### config.mk
export PLATFORM = sky130hd
export DESIGN_NAME = pwr_supervisor
export DESIGN_NICKNAME = d
export VERILOG_FILES = /design/src/rtl/pwr_sup_pkg.sv /design/src/rtl/pwr_tick_gen.sv /design/src/rtl/pwr_idle_timer.sv /design/src/rtl/pwr_batt_flasher.sv /design/src/rtl/pwr_supervisor.sv
export SDC_FILE = /design/constraint.sdc
export NUM_CORES = 1
export LEC_CHECK = 0
export BUFFER_PORTS_ARGS = -buffer_cell sky130_fd_sc_hd__buf_2
export CORE_MARGIN = 1.5
export CORE_UTILIZATION = 45
export DETAILED_ROUTE_END_ITERATION = 10
export PLACE_DENSITY = 0.59
export SLEW_MARGIN = 40
export SYNTH_ARGS = -nofsm -noshare
export SYNTH_HDL_FRONTEND = slang
export SYNTH_SLANG_ARGS = --single-unit
### constraint.sdc
create_clock -name clk -period 2.7 [get_ports clk]
set_input_delay 0.27 -clock clk [delete_from_list [all_inputs] [get_ports clk]]
set_output_delay 0.27 -clock clk [all_outputs]
set_load 0.1 [all_outputs]
### src/rtl/pwr_sup_pkg.sv
package pwr_sup_pkg;

    typedef enum logic {
        PHASE_DARK = 1'b0,
        PHASE_LIT  = 1'b1
    } blink_phase_e;

    function automatic int unsigned cnt_width(input longint unsigned max_val);
        return (max_val > 1) ? $clog2(max_val + 1) : 1;
    endfunction

endpackage

### src/rtl/pwr_tick_gen.sv
module pwr_tick_gen #(
    parameter int unsigned DIV = 25_000_000
) (
    input  logic clk,
    input  logic rst_n,
    input  logic clr,
    output logic tick
);
    localparam int unsigned CW = pwr_sup_pkg::cnt_width(longint'(DIV) - 1);
    localparam logic [CW-1:0] LAST = CW'(DIV - 1);

    typedef struct packed {
        logic [CW-1:0] cnt;
    } tick_st_t;

    tick_st_t st_d, st_q;
    logic     wrap;

    always_comb begin
        st_d = st_q;
        wrap = (st_q.cnt == LAST);
        if (clr || wrap) begin
            st_d.cnt = '0;
        end else begin
            st_d.cnt = st_q.cnt + 1'b1;
        end
        tick = wrap && !clr;
    end

    always_ff @(posedge clk or negedge rst_n) begin
        if (!rst_n) begin
            st_q <= '0;
        end else begin
            st_q <= st_d;
        end
    end
endmodule

### src/rtl/pwr_idle_timer.sv
module pwr_idle_timer #(
    parameter int unsigned TICK_DIV      = 25_000_000,
    parameter int unsigned TIMEOUT_TICKS = 240
) (
    input  logic clk,
    input  logic rst_n,
    input  logic off_mode,
    input  logic pwr_on_btn,
    output logic pwr_en
);
    localparam int unsigned RW = pwr_sup_pkg::cnt_width(TIMEOUT_TICKS);
    localparam logic [RW-1:0] RELOAD = RW'(TIMEOUT_TICKS);

    typedef struct packed {
        logic [RW-1:0] remain;
        logic          pwr_en;
    } idle_st_t;

    idle_st_t st_d, st_q;
    logic     activity;
    logic     tick;
    logic     expire;

    assign activity = !off_mode || pwr_on_btn;

    pwr_tick_gen #(.DIV(TICK_DIV)) i_idle_tick (
        .clk  (clk),
        .rst_n(rst_n),
        .clr  (activity),
        .tick (tick)
    );

    always_comb begin
        st_d   = st_q;
        expire = tick && (st_q.remain == RW'(1));
        if (activity) begin
            st_d.remain = RELOAD;
        end else if (tick && (st_q.remain != '0)) begin
            st_d.remain = st_q.remain - 1'b1;
        end
        if (pwr_on_btn) begin
            st_d.pwr_en = 1'b1;
        end else if (expire) begin
            st_d.pwr_en = 1'b0;
        end
    end

    always_ff @(posedge clk or negedge rst_n) begin
        if (!rst_n) begin
            st_q.remain <= RELOAD;
            st_q.pwr_en <= 1'b1;
        end else begin
            st_q <= st_d;
        end
    end

    assign pwr_en = st_q.pwr_en;
endmodule

### src/rtl/pwr_batt_flasher.sv
module pwr_batt_flasher #(
    parameter int unsigned TICK_DIV = 25_000_000,
    parameter int unsigned LEVEL_W  = 4,
    parameter int unsigned LOW_CODE = 12
) (
    input  logic               clk,
    input  logic               rst_n,
    input  logic               pwr_en,
    input  logic [LEVEL_W-1:0] batt_level,
    output logic               red_led
);
    import pwr_sup_pkg::*;

    localparam logic [LEVEL_W-1:0] THRESH = LEVEL_W'(LOW_CODE);

    typedef struct packed {
        blink_phase_e phase;
    } flash_st_t;

    flash_st_t st_d, st_q;
    logic      low_charge;
    logic      run;
    logic      tick;

    assign low_charge = (batt_level <= THRESH);
    assign run        = low_charge && pwr_en;

    pwr_tick_gen #(.DIV(TICK_DIV)) i_blink_tick (
        .clk  (clk),
        .rst_n(rst_n),
        .clr  (!run),
        .tick (tick)
    );

    always_comb begin
        st_d = st_q;
        if (!run) begin
            st_d.phase = PHASE_LIT;
        end else if (tick) begin
            st_d.phase = (st_q.phase == PHASE_LIT) ? PHASE_DARK : PHASE_LIT;
        end
    end

    always_ff @(posedge clk or negedge rst_n) begin
        if (!rst_n) begin
            st_q.phase <= PHASE_LIT;
        end else begin
            st_q <= st_d;
        end
    end

    assign red_led = run && (st_q.phase == PHASE_LIT);
endmodule

### src/rtl/pwr_supervisor.sv
module pwr_supervisor #(
    parameter int unsigned TICK_DIV      = 25_000_000,
    parameter int unsigned TIMEOUT_TICKS = 240,
    parameter int unsigned LEVEL_W       = 4,
    parameter int unsigned LOW_CODE      = 12
) (
    input  logic               clk,
    input  logic               rst_n,
    input  logic               off_mode,
    input  logic               pwr_on_btn,
    input  logic [LEVEL_W-1:0] batt_level,
    output logic               pwr_en,
    output logic               red_led
);
    logic pwr_en_int;

    pwr_idle_timer #(
        .TICK_DIV     (TICK_DIV),
        .TIMEOUT_TICKS(TIMEOUT_TICKS)
    ) i_idle (
        .clk       (clk),
        .rst_n     (rst_n),
        .off_mode  (off_mode),
        .pwr_on_btn(pwr_on_btn),
        .pwr_en    (pwr_en_int)
    );

    pwr_batt_flasher #(
        .TICK_DIV(TICK_DIV),
        .LEVEL_W (LEVEL_W),
        .LOW_CODE(LOW_CODE)
    ) i_flash (
        .clk       (clk),
        .rst_n     (rst_n),
        .pwr_en    (pwr_en_int),
        .batt_level(batt_level),
        .red_led   (red_led)
    );

    assign pwr_en = pwr_en_int;
endmodule

# Word level (Yosys, flattened, before mapping)
# Index checks and enable logic that the tools add are counted.
dict set report word_totals {
  reg_bits 60
  latchBits 0
  mem_bits_rw 0
  rom_bits 0
  in_bits 8
  output_inout_bits 2
  wordCells 37
  mem_count 0
}
dict set report classes {
  addsub 3
  mul 0
  div 0
  order_cmp 1
  eq_ne 4
  shifts 0
  muxes 9
  bitwise 0
  reduce_logical 15
}
# cell n
set op_table {}
lappend op_table {{adder 25 x 1 -> 25 bit (second input constant)} 2}
lappend op_table {{== test 25 bit (second input constant)} 2}
lappend op_table {{two-way mux 25 bit} 2}
lappend op_table {{two-way mux 8 bit} 2}
lappend op_table {{== test 8 x 1 -> 1 bit (second input constant)} 1}
lappend op_table {{nonzero test 8 bit} 1}
lappend op_table {{subtractor 8 x 1 -> 8 bit (second input constant)} 1}
lappend op_table {{logical AND 1 bit} 6}
lappend op_table {{two-way mux 1 bit} 5}
lappend op_table {{less-or-equal comparator 4 bit (second input constant)} 1}
lappend op_table {{nonzero test 2 bit} 2}
lappend op_table {{logical NOT 1 bit} 3}
lappend op_table {{logical OR 1 bit} 3}
lappend op_table {{inequality test 2 bit (second input constant)} 1}

# Longest topological paths before layout
# Gate-level depths: netlist (run 1).
dict set report depth {
  ltp_word 7
  depth_mapped 7
  mapped_depth_nobuf 6
}

# Cells and area by module
# A second synthesis (run 1) with hierarchy kept.
dict set report hier_totals {
  hier_cells 344
  area_unflattened_um2 3296.9
}
# module n_inst cells_each area_per_inst_um2 seq_area_each_um2
set modules_own_cells {}
lappend modules_own_cells {pwr_tick_gen 2 145 1367.6 625.6}
lappend modules_own_cells {pwr_idle_timer 1 48 499.2 231.5}
lappend modules_own_cells {pwr_batt_flasher 1 6 62.6 26.3}

# Worst setup path before layout (run 1)
# Ideal clock, no wire load.
dict set report synth_timing {
  path_kind {reg2reg}
  startpoint {register i_flash.i_blink_tick.st_q[0] (netlist name)}
  endpoint {register i_flash.i_blink_tick.st_q[24] (netlist name)}
  t_arrival_ns 1.980
  path_slack_ns 0.642
  stages_incl_launch_ff 7
  path_cell_list {dfrtp_1 > ha_1 > nand4_2 > or4_1 > buf_2 > or4_1 > a21oi_1}
}
# item line
set synth_lines {}
lappend synth_lines {{from (decl)} pwr_tick_gen.sv:16} ;# tick_st_t st_d, st_q;
lappend synth_lines {{from (signal assigned)} pwr_tick_gen.sv:34} ;# st_q <= st_d;

==> reports/results.ini, run 1 <==
[logic_synthesis]
ys_seq_area_share_pct=47.2
synthFlopType=dfrtp_1
avgSynthCellArea_um2=9.56
ys_async_sr_fraction_pct=100
synthCells=334
synth_warnings=0
syn_area_um2=3190
syn_nets=347
synth-edff-count=0
ys_types=43
ys_ff_latch=60

[die]
io-pin-count=10
core.rowCount=30
start_util_pct=46.8
fp.dieH_um=87.3
die_x_um=87.3
core_area_um2=6830
dieArea_um2=7610

[critical_path]
cpMostUsedCell=or4_1
r2r_slack_ns=0.43
required_ns=2.95
crit_chain=ha_1, nand4_2, or4_1, or4_1, a21oi_1
critPathArrivalTime_ns=2.52
cp_max_fo=10
worst-setup-path-type=reg2reg
path_delay_family=simple AND/OR/NAND/NOR gates
crit_path_end=i_flash.i_blink_tick.st_q[24]$_DFF_PN0_
ff2ff_path_depth=5
cp_slowest_stage_delay_ns=0.70
crit-reg2reg-launch=i_flash.i_blink_tick.st_q[0]$_DFF_PN0_
endpoint_kind=register
crit_path_start_kind=register
crit_start=i_flash.i_blink_tick.st_q[0]$_DFF_PN0_
rr_endpoint=i_flash.i_blink_tick.st_q[24]$_DFF_PN0_
worst-path-buf-inv=0
cp_num_cells=5
critPathSlowestCell=or4_1

[clocking]
cts_buffers=9
tritoncts=yes
clock_latency_ns=0.33
cts.sinks=60
ctsLongestPathBuffers=2
cts_root_buf=clkbuf_8
h-tree-depth=3
clk_pin_slew_worst_paths_ns=0.06

[timing]
fin_skew_ns=0.00807
setup_viol=0
slew_viol_final=0
whs_ns=0.144
period_minus_slack_ns=2.27
maxSlewHeadroom_pct=58.8
setup_slack_ns=0.427
post-route-period-util_pct=84.2
max_freq_mhz=440
worstMarginPinSlew_ns=0.619
fin_tns_setup_ns=0
hold_violations=0
rsz0062_at_grt=no

[cells_and_area]
fillers=656
seqCellArea_um2=1510
nets=362
drive_gt1_share_pct=13.6
multiInputGateArea_um2=1600
fin_util_pct=51.8
diodes=0
syn_to_final_growth_pct=10.9

[pwr]
max-vdd-ir-drop_mv=0.202
cellLeakagePower_nw=1.38
total_power_w=0.00175
power-per-cell-area_nw_per_um2=495

[global_routing]
antenna_found_initial=0
grt_max_degree=29
gr-total-overflow=0
grt_usage_pct=19.7
grt_pass1_wl_mm=11.6
grt_pass1_vias=2472

[route]
vias=2554
drtIter0Drc=130
vias_per_cell=5.68
wl_mm=6.68
wl_per_cell_um=14.8
drcViolationCount=0
dr.pass1.iters=4
antenna_left=0

[run]
maxCapViolations=0

[placement]
portBuffers=9
pre_cts_slack_ns=0.451
place.gp.congestion=0.791
hpwl_mm=4.51

[run_status]
status=completed

[hold_path]
hold_class=in2reg

## cell type report
type                    instances  area share, %
repair buffers                 17           3.04
clock inverters                 3          0.424
multi-input cells             251           45.3
well taps                      96           3.39
clock buffers                  13           4.20
flip-flops and latches         60           42.6
inverters                      10           1.06
## per-layer routing
| metal | GRT usage, % | share of wire (%) |
|---|---|---|
| met5 | 0 | 0 |
| met4 | 9.81 | 1.6 |
| met3 | 3.13 | 2.3 |
| met2 | 29.9 | 46 |
| met1 | 27.5 | 50 |
## cell usage after synthesis (2+ instances only)
cell type  number  area share (%)
nor4_1          5            0.98
nor2_1         32             3.8
or3_2           2            0.47
xnor2_1        10             2.7
nand3_1        19             3.0
nand4_1        18             3.5
xor2_1         16             4.4
ha_1            5             2.0
or3_1          12             2.4
buf_2           5            0.78
o21ai_0        16             2.5
nor3_1          4            0.63
and4_1         12             3.3
o31ai_1        13             3.1
a21o_1          2            0.47
clkbuf_1        8            0.94
nand4_2         2            0.78
dfrtp_1        54              42
a21oi_1        25             3.9
or2_2           2            0.39
nor4b_1         3            0.82
a31oi_1         2            0.39
and2_1          2            0.39
or4_1          14             3.3
dfstp_2         6             4.9
nand2_1        14             1.6
and3_1          5            0.98
inv_1          10             1.2
or3b_2          2            0.55
## flip-flops by register name, summed over array words and instances, names as in the netlist
name	count
i_idle.i_idle_tick.st_q	25
i_flash.st_q	1
i_idle.pwr_en	1
i_flash.i_blink_tick.st_q	25
i_idle.st_q	8
## cells by family after synthesis
| kind of cell | synth area share, % |
|---|---|
| buffers and inverters | 2.90 |
| adder cells (fa/ha/maj) | 1.96 |
| AO/OA/AOI/OAI | 11.8 |
| XOR/XNOR | 7.13 |
| flip-flops | 47.2 |
| AND/OR/NAND/NOR | 28.9 |
## report_power, final
part	total (W)	switching, W	internal, W
sequential	0.000958	0.0000319	0.000926
combinational	0.000111	0.0000708	0.0000400
clock	0.000683	0.000329	0.000354
total	0.00175	0.000432	0.00132
## metrics by stage
stage	instance area (um2)	std cells
6_report	3540	450
5_1_grt	3540	450
4_1_cts	3540	450
3_5_place_dp	3360	433
3_3_place_gp	3360	433
2_1_floorplan	3190	334
## cells in the final DEF, fill, tap and decap left out, types with 2 or more instances in the layout
master	count
a31oi_1	2
clkbuf_1	3
or4_1	14
or3_1	12
and4_1	12
xnor2_1	10
and3_1	5
inv_1	10
or2_2	2
nand4_1	18
nand3_1	19
nor3_1	4
clkinv_2	3
nand4_2	2
dfstp_2	6
o31ai_1	12
xor2_1	16
ha_1	5
nor2_1	32
or3b_2	2
nor4b_1	3
dfrtp_1	54
clkbuf_8	10
nor4_1	4
a21o_1	2
buf_4	7
or3_2	2
o21ai_0	16
buf_2	9
nand2_1	14
and2_1	2
a21oi_1	25
## worst min-delay path by stage
stage	slack (ns)	endpoint	from	depth (start not counted)
5_1_grt	0.13	i_idle.pwr_en$_DFFE_PN1P_	pwr_on_btn	2
3_3_place_gp	0.32	i_idle.st_q[1]$_DFFE_PN0P_	rst_n	1
2_1_floorplan	-0.03	i_flash.i_blink_tick.st_q[0]$_DFF_PN0_	rst_n	0
3_5_place_dp	0.33	i_idle.st_q[1]$_DFFE_PN0P_	rst_n	1
4_1_cts	0.13	i_idle.pwr_en$_DFFE_PN1P_	pwr_on_btn	2
6_report	0.14	i_idle.pwr_en$_DFFE_PN1P_	pwr_on_btn	2
## what timing repair did
action                                 in CTS  in global routing
gates resized for setup                     0                  0
buffers inserted                            0                  0
endpoints found under the hold margin      20                  0
hold buffers                                1                  0
Power figures use the tool's default switching activity.
==> inputs of run 2 (changes only) <==
clock period = 2.4 ns   (was 2.7 ns; I/O delays follow)
==> run 2 against run 1 <==
  * Wire length down 2.8%
  * Clock power up 22%
  * Design area is 0.42% higher
  * Die area stayed put
  * Worst hold slack got worse by 0.025 ns
  * First-iteration DRC count increased by 3.1%
  * Sequential power grew 13%
  * Combinational power is 12% higher
  * Global-route usage shrank 0.76 points
  * Via count unchanged
  * Sequential share of layout area fell by 0.18 points
  * Critical path type unchanged
  * Critical endpoint unchanged
==> reports/results.ini, run 2 (synthesis gave the netlist of run 1 again) <==
[timing]
setup_viol=0  ; unchanged
worstMarginPinSlew_ns=0.738  ; +0.119 ns
slew_viol_final=0  ; unchanged
hold_violations=0  ; unchanged
max_freq_mhz=449  ; +2.1%
post-route-period-util_pct=92.8  ; +8.6 points
rsz0062_at_grt=no
maxSlewHeadroom_pct=50.4  ; -8.4 points
period_minus_slack_ns=2.23  ; -0.0465 ns
fin_skew_ns=0.0150  ; +0.00688 ns
fin_tns_setup_ns=0  ; unchanged

[clocking]
postCtsSetupBuffers=0  ; unchanged
ctsLongestPathBuffers=2  ; unchanged
h-tree-depth=3  ; unchanged
cts_buffers=9  ; unchanged
clock_latency_ns=0.34  ; about the same
tritoncts=yes
cts.sinks=60  ; unchanged
cts_root_buf=clkbuf_8
clk_pin_slew_worst_paths_ns=0.07  ; about the same

[cells_and_area]
diodes=0  ; unchanged
syn_to_final_growth_pct=11.4
final_common_cell=dfrtp_1
fin_util_pct=52.1  ; +0.22 points
drive_gt1_share_pct=13.6  ; unchanged
layout_common_cells=dfrtp_1 (54), nor2_1 (32), a21oi_1 (25)
nets=362  ; unchanged
reg_top3=i_flash.i_blink_tick.st_q x25, i_idle.i_idle_tick.st_q x25, i_idle.st_q x8

[route]
wl_per_cell_um=14.4  ; -2.8%
vias_per_cell=5.68  ; unchanged
dr.pass1.iters=5  ; +1
wl_mm=6.49  ; -2.8%
drtIter0Drc=134  ; +3.1%
antenna_left=0  ; unchanged
drcViolationCount=0  ; unchanged
vias=2554  ; unchanged

[critical_path]
crit_path_start_kind=register
crit_chain=ha_1, nand4_2, or4_1, or4_1, a21oi_1
cp_slowest_stage_delay_ns=0.70  ; about the same
worst-setup-path-type=reg2reg
cpMostUsedCell=or4_1
required_ns=2.66  ; -0.29 ns
critPathSlowestCell=or4_1
cp_max_fo=10  ; unchanged
critPathArrivalTime_ns=2.49  ; -0.03 ns
endpoint_kind=register

[placement]
hpwl_mm=4.43  ; -1.7%
place.gp.congestion=0.757  ; -4.3%
portBuffers=9  ; unchanged

[die]
core.rowCount=30  ; unchanged
core_area_um2=6830  ; unchanged
die_x_um=87.3  ; unchanged
dieArea_um2=7610  ; unchanged
fp.dieH_um=87.3  ; unchanged
start_util_pct=46.8  ; unchanged
io-pin-count=10  ; unchanged

[pwr]
max-vdd-ir-drop_mv=0.252  ; +25%
cellLeakagePower_nw=1.39  ; +0.65%
power-per-cell-area_nw_per_um2=573  ; +16%
total_power_w=0.00204  ; +16%

[hold_path]
hold_class=in2reg

[global_routing]
grt_usage_pct=19.0  ; -0.76 points
antenna_found_initial=0  ; unchanged
grt_max_degree=35  ; +21%
grt_pass1_wl_mm=11.2  ; -3.5%
gr-total-overflow=0  ; unchanged
grt_pass1_vias=2390  ; -3.3%

[run]
maxCapViolations=0  ; unchanged

[run_status]
status=completed

[run 2: cell types whose count changed in the layout (fill, tap and decap cells not counted)]
cell / delta
buf_2: -1
buf_4: +1
clkbuf_1: -1
clkbuf_8: +2
clkinv_2: -1
nor4_1: +1
nor4_2: -1
[run 2: final timing paths]
kind / slack [ns] / end / from / cells past startpoint
min: 0.12 / i_idle.pwr_en$_DFFE_PN1P_ / pwr_on_btn / 2
max: 0.17 / i_flash.i_blink_tick.st_q[24]$_DFF_PN0_ / i_flash.i_blink_tick.st_q[0]$_DFF_PN0_ / 5
min reg2reg: 0.49 / i_idle.i_idle_tick.st_q[0]$_DFF_PN0_ / i_idle.i_idle_tick.st_q[0]$_DFF_PN0_ / 1
max in group asynchronous: 1.45 / i_flash.i_blink_tick.st_q[11]$_DFF_PN0_ / rst_n / 3
min in group asynchronous: 0.39 / i_idle.st_q[1]$_DFFE_PN0P_ / rst_n / 2
max reg2reg: 0.17 / i_flash.i_blink_tick.st_q[24]$_DFF_PN0_ / i_flash.i_blink_tick.st_q[0]$_DFF_PN0_ / 5
[run 2: final cells by class]
| type | instances | area [um2] |
|---|---|---|
| clock buffers | 14 | 173 |
| clock inverters | 2 | 10.0 |
| fillers | 653 | 3270 |
| inverters | 10 | 37.5 |
| multi-input cells | 251 | 1600 |
| flip-flops and latches | 60 | 1510 |
| well taps | 96 | 120 |
| repair buffers | 17 | 110 |
[run 2: stage by stage]
step	std cells	setup slack (ns)	cell area, um2	hold WS (ns)
after floorplan	334	0.342	3190	-0.0556
after global placement	433	0.235	3360	0.361
after detailed placement	433	0.167	3360	0.365
after CTS	449	0.153	3540	0.00194
after global routing	450	0.0140	3560	0.117
final	450	0.173	3560	0.119
[run 2: repair_timing]
item,4_1_cts,5_1_grt
resized for setup,0,0
hold endpoints to repair,0,26
hold buffers,0,1
[run 2: critical path, delay by kind of cell (launching register included)]
| family | cells | cell delay [ns] |
|---|---|---|
| adders and majority gates | 1 | 0.25 |
| DFF | 1 | 0.38 |
| AOI/OAI and AO/OA | 1 | 0.14 |
| and+or+nand+nor | 3 | 1.37 |
[run 2: power by group]
group          total, W  internal, W  switching (W)
registers       0.00108      0.00104      0.0000360
clock network  0.000834     0.000457       0.000377
logic          0.000124    0.0000448      0.0000797
total           0.00204      0.00154       0.000493
[run 2: metal layers]
layer | vias to the layer above | share of wire (%) | wire length [um] | GRT usage, %
li1 | 1278 | - | - | -
met1 | 1234 | 50 | 3260 | 26.2
met2 | 37 | 46 | 3000 | 28.8
met3 | 5 | 2.5 | 162 | 3.41
met4 | 0 | 1.0 | 66 | 9.09
met5 | - | 0 | 0 | 0
